## src/rtl/dbg_trig_pkg.sv

```systemverilog
package dbg_trig_pkg;

  typedef enum logic [1:0] {
    AM_OFF = 2'b00,
    AM_EQ  = 2'b01,
    AM_IN  = 2'b10,
    AM_OUT = 2'b11
  } amode_e;

  localparam logic [7:0] CODE_TDEF  = 8'h07;
  localparam logic [7:0] CODE_PBR   = 8'h08;
  localparam logic [7:0] CODE_PMASK = 8'h09;
  localparam logic [7:0] CODE_AHI   = 8'h0C;
  localparam logic [7:0] CODE_ALO   = 8'h0D;

  localparam int TDEF_PCEN_BIT = 2;

endpackage

```

## src/rtl/dbg_trig_regs.sv

```systemverilog
module dbg_trig_regs
  import dbg_trig_pkg::*;
#(
  parameter int ADDR_W = 24
) (
  input  logic              clk,
  input  logic              rst_n,
  input  logic              wr_en,
  input  logic [7:0]        wr_code,
  input  logic [ADDR_W-1:0] wr_data,
  output logic [ADDR_W-1:0] lo,
  output logic [ADDR_W-1:0] hi,
  output logic [ADDR_W-1:0] pbr,
  output logic [ADDR_W-1:0] pmask,
  output amode_e            amode,
  output logic              pc_en
);

  logic ld_lo, ld_hi, ld_pbr, ld_pmask, ld_tdef;
  logic [ADDR_W-1:0] lo_q, hi_q, pbr_q, pmask_q;
  amode_e amode_q, amode_d;
  logic   pcen_q, pcen_d;

  // load enables
  always_comb begin
    ld_lo    = 1'b0;
    ld_hi    = 1'b0;
    ld_pbr   = 1'b0;
    ld_pmask = 1'b0;
    ld_tdef  = 1'b0;
    if (wr_en) begin
      case (wr_code)
        CODE_ALO:   ld_lo    = 1'b1;
        CODE_AHI:   ld_hi    = 1'b1;
        CODE_PBR:   ld_pbr   = 1'b1;
        CODE_PMASK: ld_pmask = 1'b1;
        CODE_TDEF:  ld_tdef  = 1'b1;
        default:    ;
      endcase
    end
    amode_d = amode_e'(wr_data[1:0]);
    pcen_d  = wr_data[TDEF_PCEN_BIT];
  end

  always_ff @(posedge clk or negedge rst_n) begin
    if (!rst_n) begin
      lo_q    <= '0;
      hi_q    <= '1;
      pbr_q   <= '0;
      pmask_q <= '1;
      amode_q <= AM_OFF;
      pcen_q  <= 1'b0;
    end else begin
      if (ld_lo)    lo_q    <= wr_data;
      if (ld_hi)    hi_q    <= wr_data;
      if (ld_pbr)   pbr_q   <= wr_data;
      if (ld_pmask) pmask_q <= wr_data;
      if (ld_tdef) begin
        amode_q <= amode_d;
        pcen_q  <= pcen_d;
      end
    end
  end

  assign lo    = lo_q;
  assign hi    = hi_q;
  assign pbr   = pbr_q;
  assign pmask = pmask_q;
  assign amode = amode_q;
  assign pc_en = pcen_q;

endmodule

```

## src/rtl/dbg_addr_cmp.sv

```systemverilog
module dbg_addr_cmp
  import dbg_trig_pkg::*;
#(
  parameter int ADDR_W = 24
) (
  input  logic              clk,
  input  logic              rst_n,
  input  logic              valid,
  input  logic [ADDR_W-1:0] addr,
  input  logic [ADDR_W-1:0] lo,
  input  logic [ADDR_W-1:0] hi,
  input  amode_e            mode,
  output logic              match
);

  logic eq_lo, ge_lo, le_hi, in_win, hit, match_d, match_q;

  always_comb begin
    eq_lo  = (addr == lo);
    ge_lo  = (addr >= lo);
    le_hi  = (addr <= hi);
    in_win = ge_lo && le_hi;
    case (mode)
      AM_EQ:   hit = eq_lo;
      AM_IN:   hit = in_win;
      AM_OUT:  hit = !in_win;
      default: hit = 1'b0;
    endcase
    match_d = valid && hit;
  end

  always_ff @(posedge clk or negedge rst_n) begin
    if (!rst_n) match_q <= 1'b0;
    else        match_q <= match_d;
  end

  assign match = match_q;

endmodule

```

## src/rtl/dbg_pc_cmp.sv

```systemverilog
module dbg_pc_cmp #(
  parameter int ADDR_W = 24
) (
  input  logic              clk,
  input  logic              rst_n,
  input  logic              valid,
  input  logic              en,
  input  logic [ADDR_W-1:0] pc,
  input  logic [ADDR_W-1:0] pbr,
  input  logic [ADDR_W-1:0] pmask,
  output logic              match
);

  logic [ADDR_W-1:0] bit_ok;
  logic match_d, match_q;

  for (genvar i = 0; i < ADDR_W; i++) begin : g_bit
    assign bit_ok[i] = pmask[i] | ~(pc[i] ^ pbr[i]);
  end

  always_comb match_d = valid && en && (&bit_ok);

  always_ff @(posedge clk or negedge rst_n) begin
    if (!rst_n) match_q <= 1'b0;
    else        match_q <= match_d;
  end

  assign match = match_q;

endmodule

```

## src/rtl/dbg_addr_trig.sv

```systemverilog
module dbg_addr_trig
  import dbg_trig_pkg::*;
#(
  parameter int ADDR_W = 24,
  parameter int DATA_W = 32
) (
  input  logic              clk,
  input  logic              rst_n,
  input  logic              reg_wr_en,
  input  logic [7:0]        reg_code,
  input  logic [DATA_W-1:0] reg_wdata,
  input  logic              bus_valid,
  input  logic [DATA_W-1:0] bus_addr,
  input  logic              fetch_valid,
  input  logic [DATA_W-1:0] fetch_pc,
  output logic              addr_match,
  output logic              pc_match
);

  localparam int HI_W = DATA_W - ADDR_W;

  logic [ADDR_W-1:0] lo, hi, pbr, pmask;
  amode_e amode;
  logic   pc_en;

  // upper byte is outside the address map
  logic unused_hi;
  assign unused_hi = ^{reg_wdata[DATA_W-1 -: HI_W], bus_addr[DATA_W-1 -: HI_W],
                       fetch_pc[DATA_W-1 -: HI_W]};

  dbg_trig_regs #(.ADDR_W(ADDR_W)) u_regs (
    .clk     (clk),
    .rst_n   (rst_n),
    .wr_en   (reg_wr_en),
    .wr_code (reg_code),
    .wr_data (reg_wdata[ADDR_W-1:0]),
    .lo      (lo),
    .hi      (hi),
    .pbr     (pbr),
    .pmask   (pmask),
    .amode   (amode),
    .pc_en   (pc_en)
  );

  dbg_addr_cmp #(.ADDR_W(ADDR_W)) u_acmp (
    .clk   (clk),
    .rst_n (rst_n),
    .valid (bus_valid),
    .addr  (bus_addr[ADDR_W-1:0]),
    .lo    (lo),
    .hi    (hi),
    .mode  (amode),
    .match (addr_match)
  );

  dbg_pc_cmp #(.ADDR_W(ADDR_W)) u_pcmp (
    .clk   (clk),
    .rst_n (rst_n),
    .valid (fetch_valid),
    .en    (pc_en),
    .pc    (fetch_pc[ADDR_W-1:0]),
    .pbr   (pbr),
    .pmask (pmask),
    .match (pc_match)
  );

endmodule

```

## config.mk

```make
export PLATFORM = sky130hd
export DESIGN_NAME = dbg_addr_trig
export DESIGN_NICKNAME = d
export VERILOG_FILES = /design/src/rtl/dbg_trig_pkg.sv /design/src/rtl/dbg_trig_regs.sv /design/src/rtl/dbg_addr_cmp.sv /design/src/rtl/dbg_pc_cmp.sv /design/src/rtl/dbg_addr_trig.sv
export SDC_FILE = /design/constraint.sdc
export NUM_CORES = 1
export LEC_CHECK = 0
export CAP_MARGIN = 20
export CORE_UTILIZATION = 50
export DETAILED_ROUTE_END_ITERATION = 7
export DONT_BUFFER_PORTS = 1
export HOLD_SLACK_MARGIN = 0.15
export SYNTH_ARGS = -nofsm -noshare
export SYNTH_HDL_FRONTEND = slang
export SYNTH_SLANG_ARGS = --single-unit
```

## constraint.sdc

```tcl
create_clock -name clk -period 4.5 [get_ports clk]
set_input_delay 0 -clock clk [delete_from_list [all_inputs] [get_ports clk]]
set_output_delay 0 -clock clk [all_outputs]
set_load 0.02 [all_outputs]
```

==> qor.csv, run 1 <==
stage,metric,value,unit
global_routing,GRT Resource Usage Total,23.8,%
global_routing,met3 Use GR,4.95,%
yosys,syn nets,648,
die,die footprint,11100,um2
die,row count,37,
sta,Fin. Hold Viols,0,
clocking,clock slew at reported path FFs,100,ps
place,hpwl dp,8670,um
detailed_routing,via count,3805,
sta,Final Cycle Share,75.5,%
global_routing,gr busiest metal,met2,
sta,clk_skew,14.7,ps
detailed_routing,vias per cell,5.39,
place,IO buf count,0,
global_routing,GR Overflow Total,0,
final_layout,multi-input logic area,2500,um2
final_layout,cell area after layout,6410,um2
sta,RSZ-0062 raised after global routing,false,
yosys,sequential fraction of the synthesis area,48.3,%
sta,setup TNS,0,ps
clocking,post-CTS sizing,0,
clocking,clk buf depth,2,
setup_path,worst path required time,4810,ps
run_status,status,"finished, final reports clean",
pwr,Worst VDD drop,0.000179,V
final_layout,Area Growth Syn to Fin,19.7,%
setup_path,RR Startpoint,u_regs.pbr[2]$_DFFE_PN0P_,
final_layout,n_diodes,0,
final_layout,fill count,873,
yosys,Syn Area/Cell,10.9,um2
global_routing,met2 GRT Util,41.4,%
die,I/O pin count,111,
clocking,clock latency on the worst-skew pair,380,ps
sta,maximum clock rate,0.294,GHz
clocking,H-tree lvl count,3,
clocking,CTS sink cnt,101,
setup_path,CP endpoint kind,flop,
min_path,Worst Hold Launch,reg_wr_en,
final_layout,share of cells above drive strength 1,18.6,%
global_routing,GR Util met1,29.7,%
detailed_routing,Initial DRC Count,166,
sta,Final Max Slew Viols,0,
detailed_routing,total wire length,12300,um
yosys,post-synth cell types,39,
yosys,"Top FF cell, synth",dfrtp_1,
yosys,YS warnings,0,
final_layout,Sequential cell area,2590,um2
job,Max-cap violations,0,
pwr,power per cell area,287,nW/um2
die,Die Width,105,um
final_layout,final core utilization,61.8,%
yosys,Seq cells post-synth,101,
place,routability-driven placement congestion ratio,0.834,
setup_path,critical path startpoint category,flop,
final_layout,# nets final,722,
setup_path,Setup Crit Path Kind,flop to flop,
global_routing,vias in the first global route,4045,
detailed_routing,DRC errors left,0,
yosys,Post-synth EDFFs,0,
die,Initial Utilization,51.6,%
setup_path,worst-path maximum fanout,2,
place,Placed Area,5480,um2
detailed_routing,drt pass-1 iters,5,
sta,worst-margin pin slew,609,ps
yosys,"FFs w/ async S/R, synth",100,%
clocking,Clock Tree Root,clkbuf_8,
global_routing,initial antenna violation count,0,
global_routing,first-pass GRT wire length,20300,um
die,core area,10400,um2
pwr,Leak,0.00298,uW
global_routing,largest net degree at the start of global routing,102,
setup_path,CP arrival,3710,ps
clocking,CTS tree,done,
sta,Worst slew margin,59.0,%
sta,"Min Clock Period, post-route",3400,ps
min_path,Hold/Removal Path Class,primary input to flop,
clocking,CTS buffer count,9,
yosys,Synth Cell Area,5350,um2
sta,Final setup viols,0,
detailed_routing,DRT antenna net count,0,
detailed_routing,wire per inst,17.4,um
setup_path,Crit. Startpoint,u_regs.pbr[2]$_DFFE_PN0P_,
yosys,Syn Inst Count,491,
die,chip height,105,um
## worst paths after layout
path	endpoint	slack [ps]	cells past startpoint
max in group asynchronous	u_regs.hi[11]$_DFFE_PN1P_	3890	2
worst max register to register	u_pcmp.match$_DFF_PN0_	1100	9
worst max-delay path	u_pcmp.match$_DFF_PN0_	1100	9
min in group asynchronous	u_regs.lo[16]$_DFFE_PN0P_	190	2
worst min register to register	u_regs.hi[23]$_DFFE_PN1P_	510	2
worst min-delay path	u_regs.hi[4]$_DFFE_PN1P_	170	5
## power by group
group / leakage, uW / internal, uW / switching, uW / total (uW)
Sequential: 0.00113 / 984 / 22.4 / 1010
Combinational: 0.00176 / 127 / 139 / 266
Clock: 0.0000989 / 215 / 352 / 567
## worst max-delay path, cell delays in order, from the launching register on
cell           delay [ps]
dfrtp_1               400
xnor2_1               150
o211ai_1              100
dlygate4sd3_1         570
nor3_1                160
dlygate4sd3_1         570
nand3_1                70
dlygate4sd3_1         560
nor4_1                190
dlygate4sd3_1         580
## synth_stat cells (3+ instances only)
library cell	count	area share, %
a21o_1	5	0.70
a21oi_1	20	1.9
buf_2	4	0.37
buf_4	5	0.70
clkbuf_1	3	0.21
dfrtp_1	53	25
dfstp_2	48	24
ha_1	48	11
inv_1	47	3.3
mux2_1	24	5.0
mux2_2	29	6.1
nand2_1	61	4.3
nand3_1	8	0.75
nand4_1	10	1.2
nor2_1	8	0.56
nor2b_1	3	0.35
nor3_1	6	0.56
o211ai_1	3	0.42
o21ai_0	49	4.6
o22ai_1	11	1.3
xnor2_1	24	3.9
## cells by family after synthesis
logic type,synth area share [%]
and+or+nand+nor,10.2
DFF,48.3
AOI/OAI and AO/OA,10.2
buffers and inverters,5.00
muxes,11.2
adders and majority gates,11.2
xor gates and xnor gates,3.93
## state kept, by name (all words and copies together), names as in the netlist
register / flops
u_acmp.match: 1
u_regs.pmask: 24
u_regs.lo: 24
u_regs.hi: 24
u_regs.amode: 2
u_pcmp.match: 1
u_regs.pbr: 24
u_regs.pc_en: 1
## area by class of cell
type / instances / area share (%)
sequential: 101 / 40.4
multi-input combinational: 329 / 39.1
timing repair buffer: 77 / 12.1
inverter: 47 / 2.75
tap: 136 / 2.66
clock buffer: 9 / 1.93
clock inverter: 7 / 1.05
## per-stage QoR
stage,hold slack (ps),power [uW],worst slack [ps],instances
after floorplan,-296,1170,2470,491
after global placement,-292,1200,2200,618
after detailed placement,-293,1210,2110,618
after CTS,156,1850,1120,706
after global routing,192,1930,1020,706
final,174,1840,1100,706
## per-layer routing
metal | routed length [um] | part of all wire (%)
met4 | 195 | 1.6
met1 | 5380 | 44
met2 | 6180 | 50
met3 | 547 | 4.4
met5 | 0 | 0
## placed cells by master (no fill, tap or decap), drive strengths merged, types with 20 or more instances in the layout
| cell | instances |
|---|---|
| o21ai | 50 |
| a21oi | 20 |
| ha | 48 |
| xnor2 | 24 |
| dlygate4sd3 | 71 |
| mux2 | 53 |
| dfrtp | 53 |
| nand2 | 61 |
| inv | 50 |
| dfstp | 48 |
## repair_timing
item | CTS | global route
hold buffers | 72 | 0
buffers inserted | 0 | 0
hold endpoints to repair | 202 | 0
Note: power is estimated with default switching activity, not from simulation.
==> run 2: changes to the inputs <==
--- a/config.mk
+++ b/config.mk
@@ -10,6 +10,7 @@
 export DETAILED_ROUTE_END_ITERATION = 7
 export DONT_BUFFER_PORTS = 1
 export HOLD_SLACK_MARGIN = 0.15
+export PLACE_DENSITY = 0.68
 export SYNTH_ARGS = -nofsm -noshare
 export SYNTH_HDL_FRONTEND = slang
 export SYNTH_SLANG_ARGS = --single-unit
==> constraint.sdc (replaced) <==
create_clock -name clk -period 2.9 [get_ports clk]
set_input_delay 0 -clock clk [delete_from_list [all_inputs] [get_ports clk]]
set_output_delay 0 -clock clk [all_outputs]
set_load 0.02 [all_outputs]
==> run 2 against run 1 <==
Clock power grew 51%. Critical path depth shrank 1. Final area shrank 2.9%. Worst hold slack lost 54 ps. Critical path type unchanged. Wire length shrank 4.3%. Non-clock buffer count shrank 27. First-iteration DRC count grew 12%. Critical endpoint is now u_acmp.match$_DFF_PN0_. Register-to-register slack lost 490 ps. Final cell count shrank 3.8%. Power grew 53%.
==> qor.csv, run 2 (synthesized netlist as in run 1, its figures left out) <==
stage,metric,value,unit,change
run_status,status,"finished, final reports clean",,
final_layout,"commonest cells after routing, fill and taps aside","61 x nand2_1, 53 x dfrtp_1, 48 x o21ai_0, 48 x dfstp_2, 47 x inv_1",,
sta,Final setup viols,0,,unchanged
detailed_routing,DRC errors left,0,,unchanged
setup_path,CP arrival,2600,ps,-1110 ps
detailed_routing,Initial DRC Count,186,,+12%
detailed_routing,DRT antenna net count,0,,unchanged
die,Initial Utilization,51.6,%,unchanged
place,Placed Area,5470,um2,-0.14%
clocking,CTS buffer count,9,,unchanged
clocking,CTS tree,done,,
clocking,CTS sink cnt,101,,unchanged
pwr,Leak,0.00290,uW,-2.6%
die,row count,37,,unchanged
pwr,Int Pwr,2040,uW,+54%
place,routability-driven placement congestion ratio,0.870,,+4.4%
detailed_routing,total wire length,11800,um,-4.3%
pwr,Switching Share,27.4,%,-0.48 points
die,core area,10400,um2,unchanged
pwr,Clock Power Share,30.4,%,-0.4 points
final_layout,cell area after layout,6220,um2,-2.9%
final_layout,n_diodes,0,,unchanged
pwr,Logic pwr share,14.2,%,-0.2 points
sta,"Min Clock Period, post-route",2290,ps,-1110 ps
sta,clk_skew,9.51,ps,-5.20 ps
pwr,net switching power,773,uW,+51%
clocking,Post-CTS Repair Setup Buffers,0,,unchanged
sta,Final Cycle Share,79.1,%,+3.5 points
sta,maximum clock rate,0.436,GHz,+48%
place,IO buf count,0,,unchanged
setup_path,Setup Crit Path Kind,flop to flop,,
global_routing,vias in the first global route,3799,,-6.1%
job,Max-cap violations,0,,unchanged
final_layout,# nets final,695,,-3.7%
detailed_routing,drt pass-1 iters,4,,-1
setup_path,worst path required time,3210,ps,-1600 ps
setup_path,CP endpoint kind,flop,,
sta,RSZ-0062 raised after global routing,false,,
clocking,H-tree lvl count,3,,unchanged
place,hpwl dp,8350,um,-3.6%
place,Setup WS pre-CTS,581,ps,-1530 ps
global_routing,first-pass GRT wire length,19000,um,-6.3%
final_layout,Area Growth Syn to Fin,16.2,%,
pwr,Worst VDD drop,0.000324,V,+81%
min_path,Hold/Removal Path Class,primary input to flop,,
pwr,power per cell area,453,nW/um2,+58%
sta,Final Max Slew Viols,0,,unchanged
setup_path,critical path startpoint category,flop,,
die,die footprint,11100,um2,unchanged
pwr,Reg power frac,55.4,%,+0.7 points
sta,Fin. Hold Viols,0,,unchanged
global_routing,GRT Resource Usage Total,22.3,%,-1.5 points
place,dpl cells,617,,-0.16%
clocking,clk buf depth,2,,unchanged
clocking,clock slew at reported path FFs,100,ps,about the same
die,Die Width,105,um,unchanged
sta,setup TNS,0,ps,unchanged
detailed_routing,via count,3708,,-2.5%
pwr,Final Power,2820,uW,+53%
final_layout,"most common cell after layout, fill and taps aside",nand2_1,,
detailed_routing,vias per cell,5.46,,+1.3%
sta,worst-margin pin slew,636,ps,+27.0 ps
global_routing,largest net degree at the start of global routing,102,,unchanged
die,I/O pin count,111,,unchanged
detailed_routing,wire per inst,17.4,um,-0.45%
global_routing,initial antenna violation count,0,,unchanged
sta,post-route setup slack,607,ps,-493 ps
sta,Worst slew margin,57.3,%,-1.8 points
setup_path,worst-path maximum fanout,4,,+2
clocking,clock latency on the worst-skew pair,380,ps,about the same
die,chip height,105,um,unchanged
final_layout,share of cells above drive strength 1,20.8,%,+2.2 points
global_routing,GR Overflow Total,0,,unchanged
final_layout,Finished Layout Cells,679,,-3.8%
clocking,Clock Tree Root,clkbuf_8,,
## run 2: cell type report
class                   count  area [um2]
fillers                   871        4150
flip-flops and latches    101        2590
multi-input cells         329        2590
inverters                  47         176
repair buffers             50         508
well taps                 136         170
clock buffers               9         124
clock inverters             7        66.3
## run 2: path summary, 6_finish.rpt
| kind | startpoint | endpoint | slack (ps) | cells after the start |
|---|---|---|---|---|
| max in group asynchronous | rst_n | u_regs.pmask[13]$_DFFE_PN1P_ | 2270 | 2 |
| max reg2reg | u_regs.hi[20]$_DFFE_PN1P_ | u_acmp.match$_DFF_PN0_ | 610 | 8 |
| max | u_regs.hi[20]$_DFFE_PN1P_ | u_acmp.match$_DFF_PN0_ | 610 | 8 |
| min | bus_addr[23] | u_acmp.match$_DFF_PN0_ | 120 | 6 |
| min in group asynchronous | rst_n | u_regs.lo[12]$_DFFE_PN0P_ | 200 | 2 |
| min reg2reg | u_regs.hi[11]$_DFFE_PN1P_ | u_regs.hi[11]$_DFFE_PN1P_ | 510 | 2 |
## run 2: critical path: stages, from the launching register on
cell       delay [ps]
dfstp_2           530
inv_1              50
ha_1              270
nand4_1           250
nor3_2             70
a2111oi_2         400
nand2_1           140
a2111o_1          440
nand3_1            80
## run 2: power groups by stage
stage | clock network, uW | logic (uW) | registers (uW)
after detailed placement | 0 | 295 | 1590
after global placement | 0 | 283 | 1580
final | 857 | 399 | 1560
after CTS | 881 | 389 | 1560
after global routing | 927 | 459 | 1570
after floorplan | 0 | 236 | 1580
## run 2: metrics by stage
stage          hold WS (ps)  utilization [%]
2_1_floorplan          -296                -
3_3_place_gp           -292             52.7
3_5_place_dp           -292             52.7
4_1_cts                 154             59.3
5_1_grt                 159             60.0
6_report                120             60.0
## run 2: layer usage
metal / wire [um] / up-vias / global-route usage (%)
li1: - / 1792 / -
met1: 5250 / 1822 / 28.9
met2: 5740 / 84 / 37.7
met3: 692 / 10 / 5.57
met4: 98 / 0 / 5.23
met5: 0 / - / 0
## run 2: timing repair
item                       in CTS  in global routing
hold endpoints to repair      202                  0
resized for setup               0                 11
setup endpoints to repair       0                  1
hold buffers                   47                  0
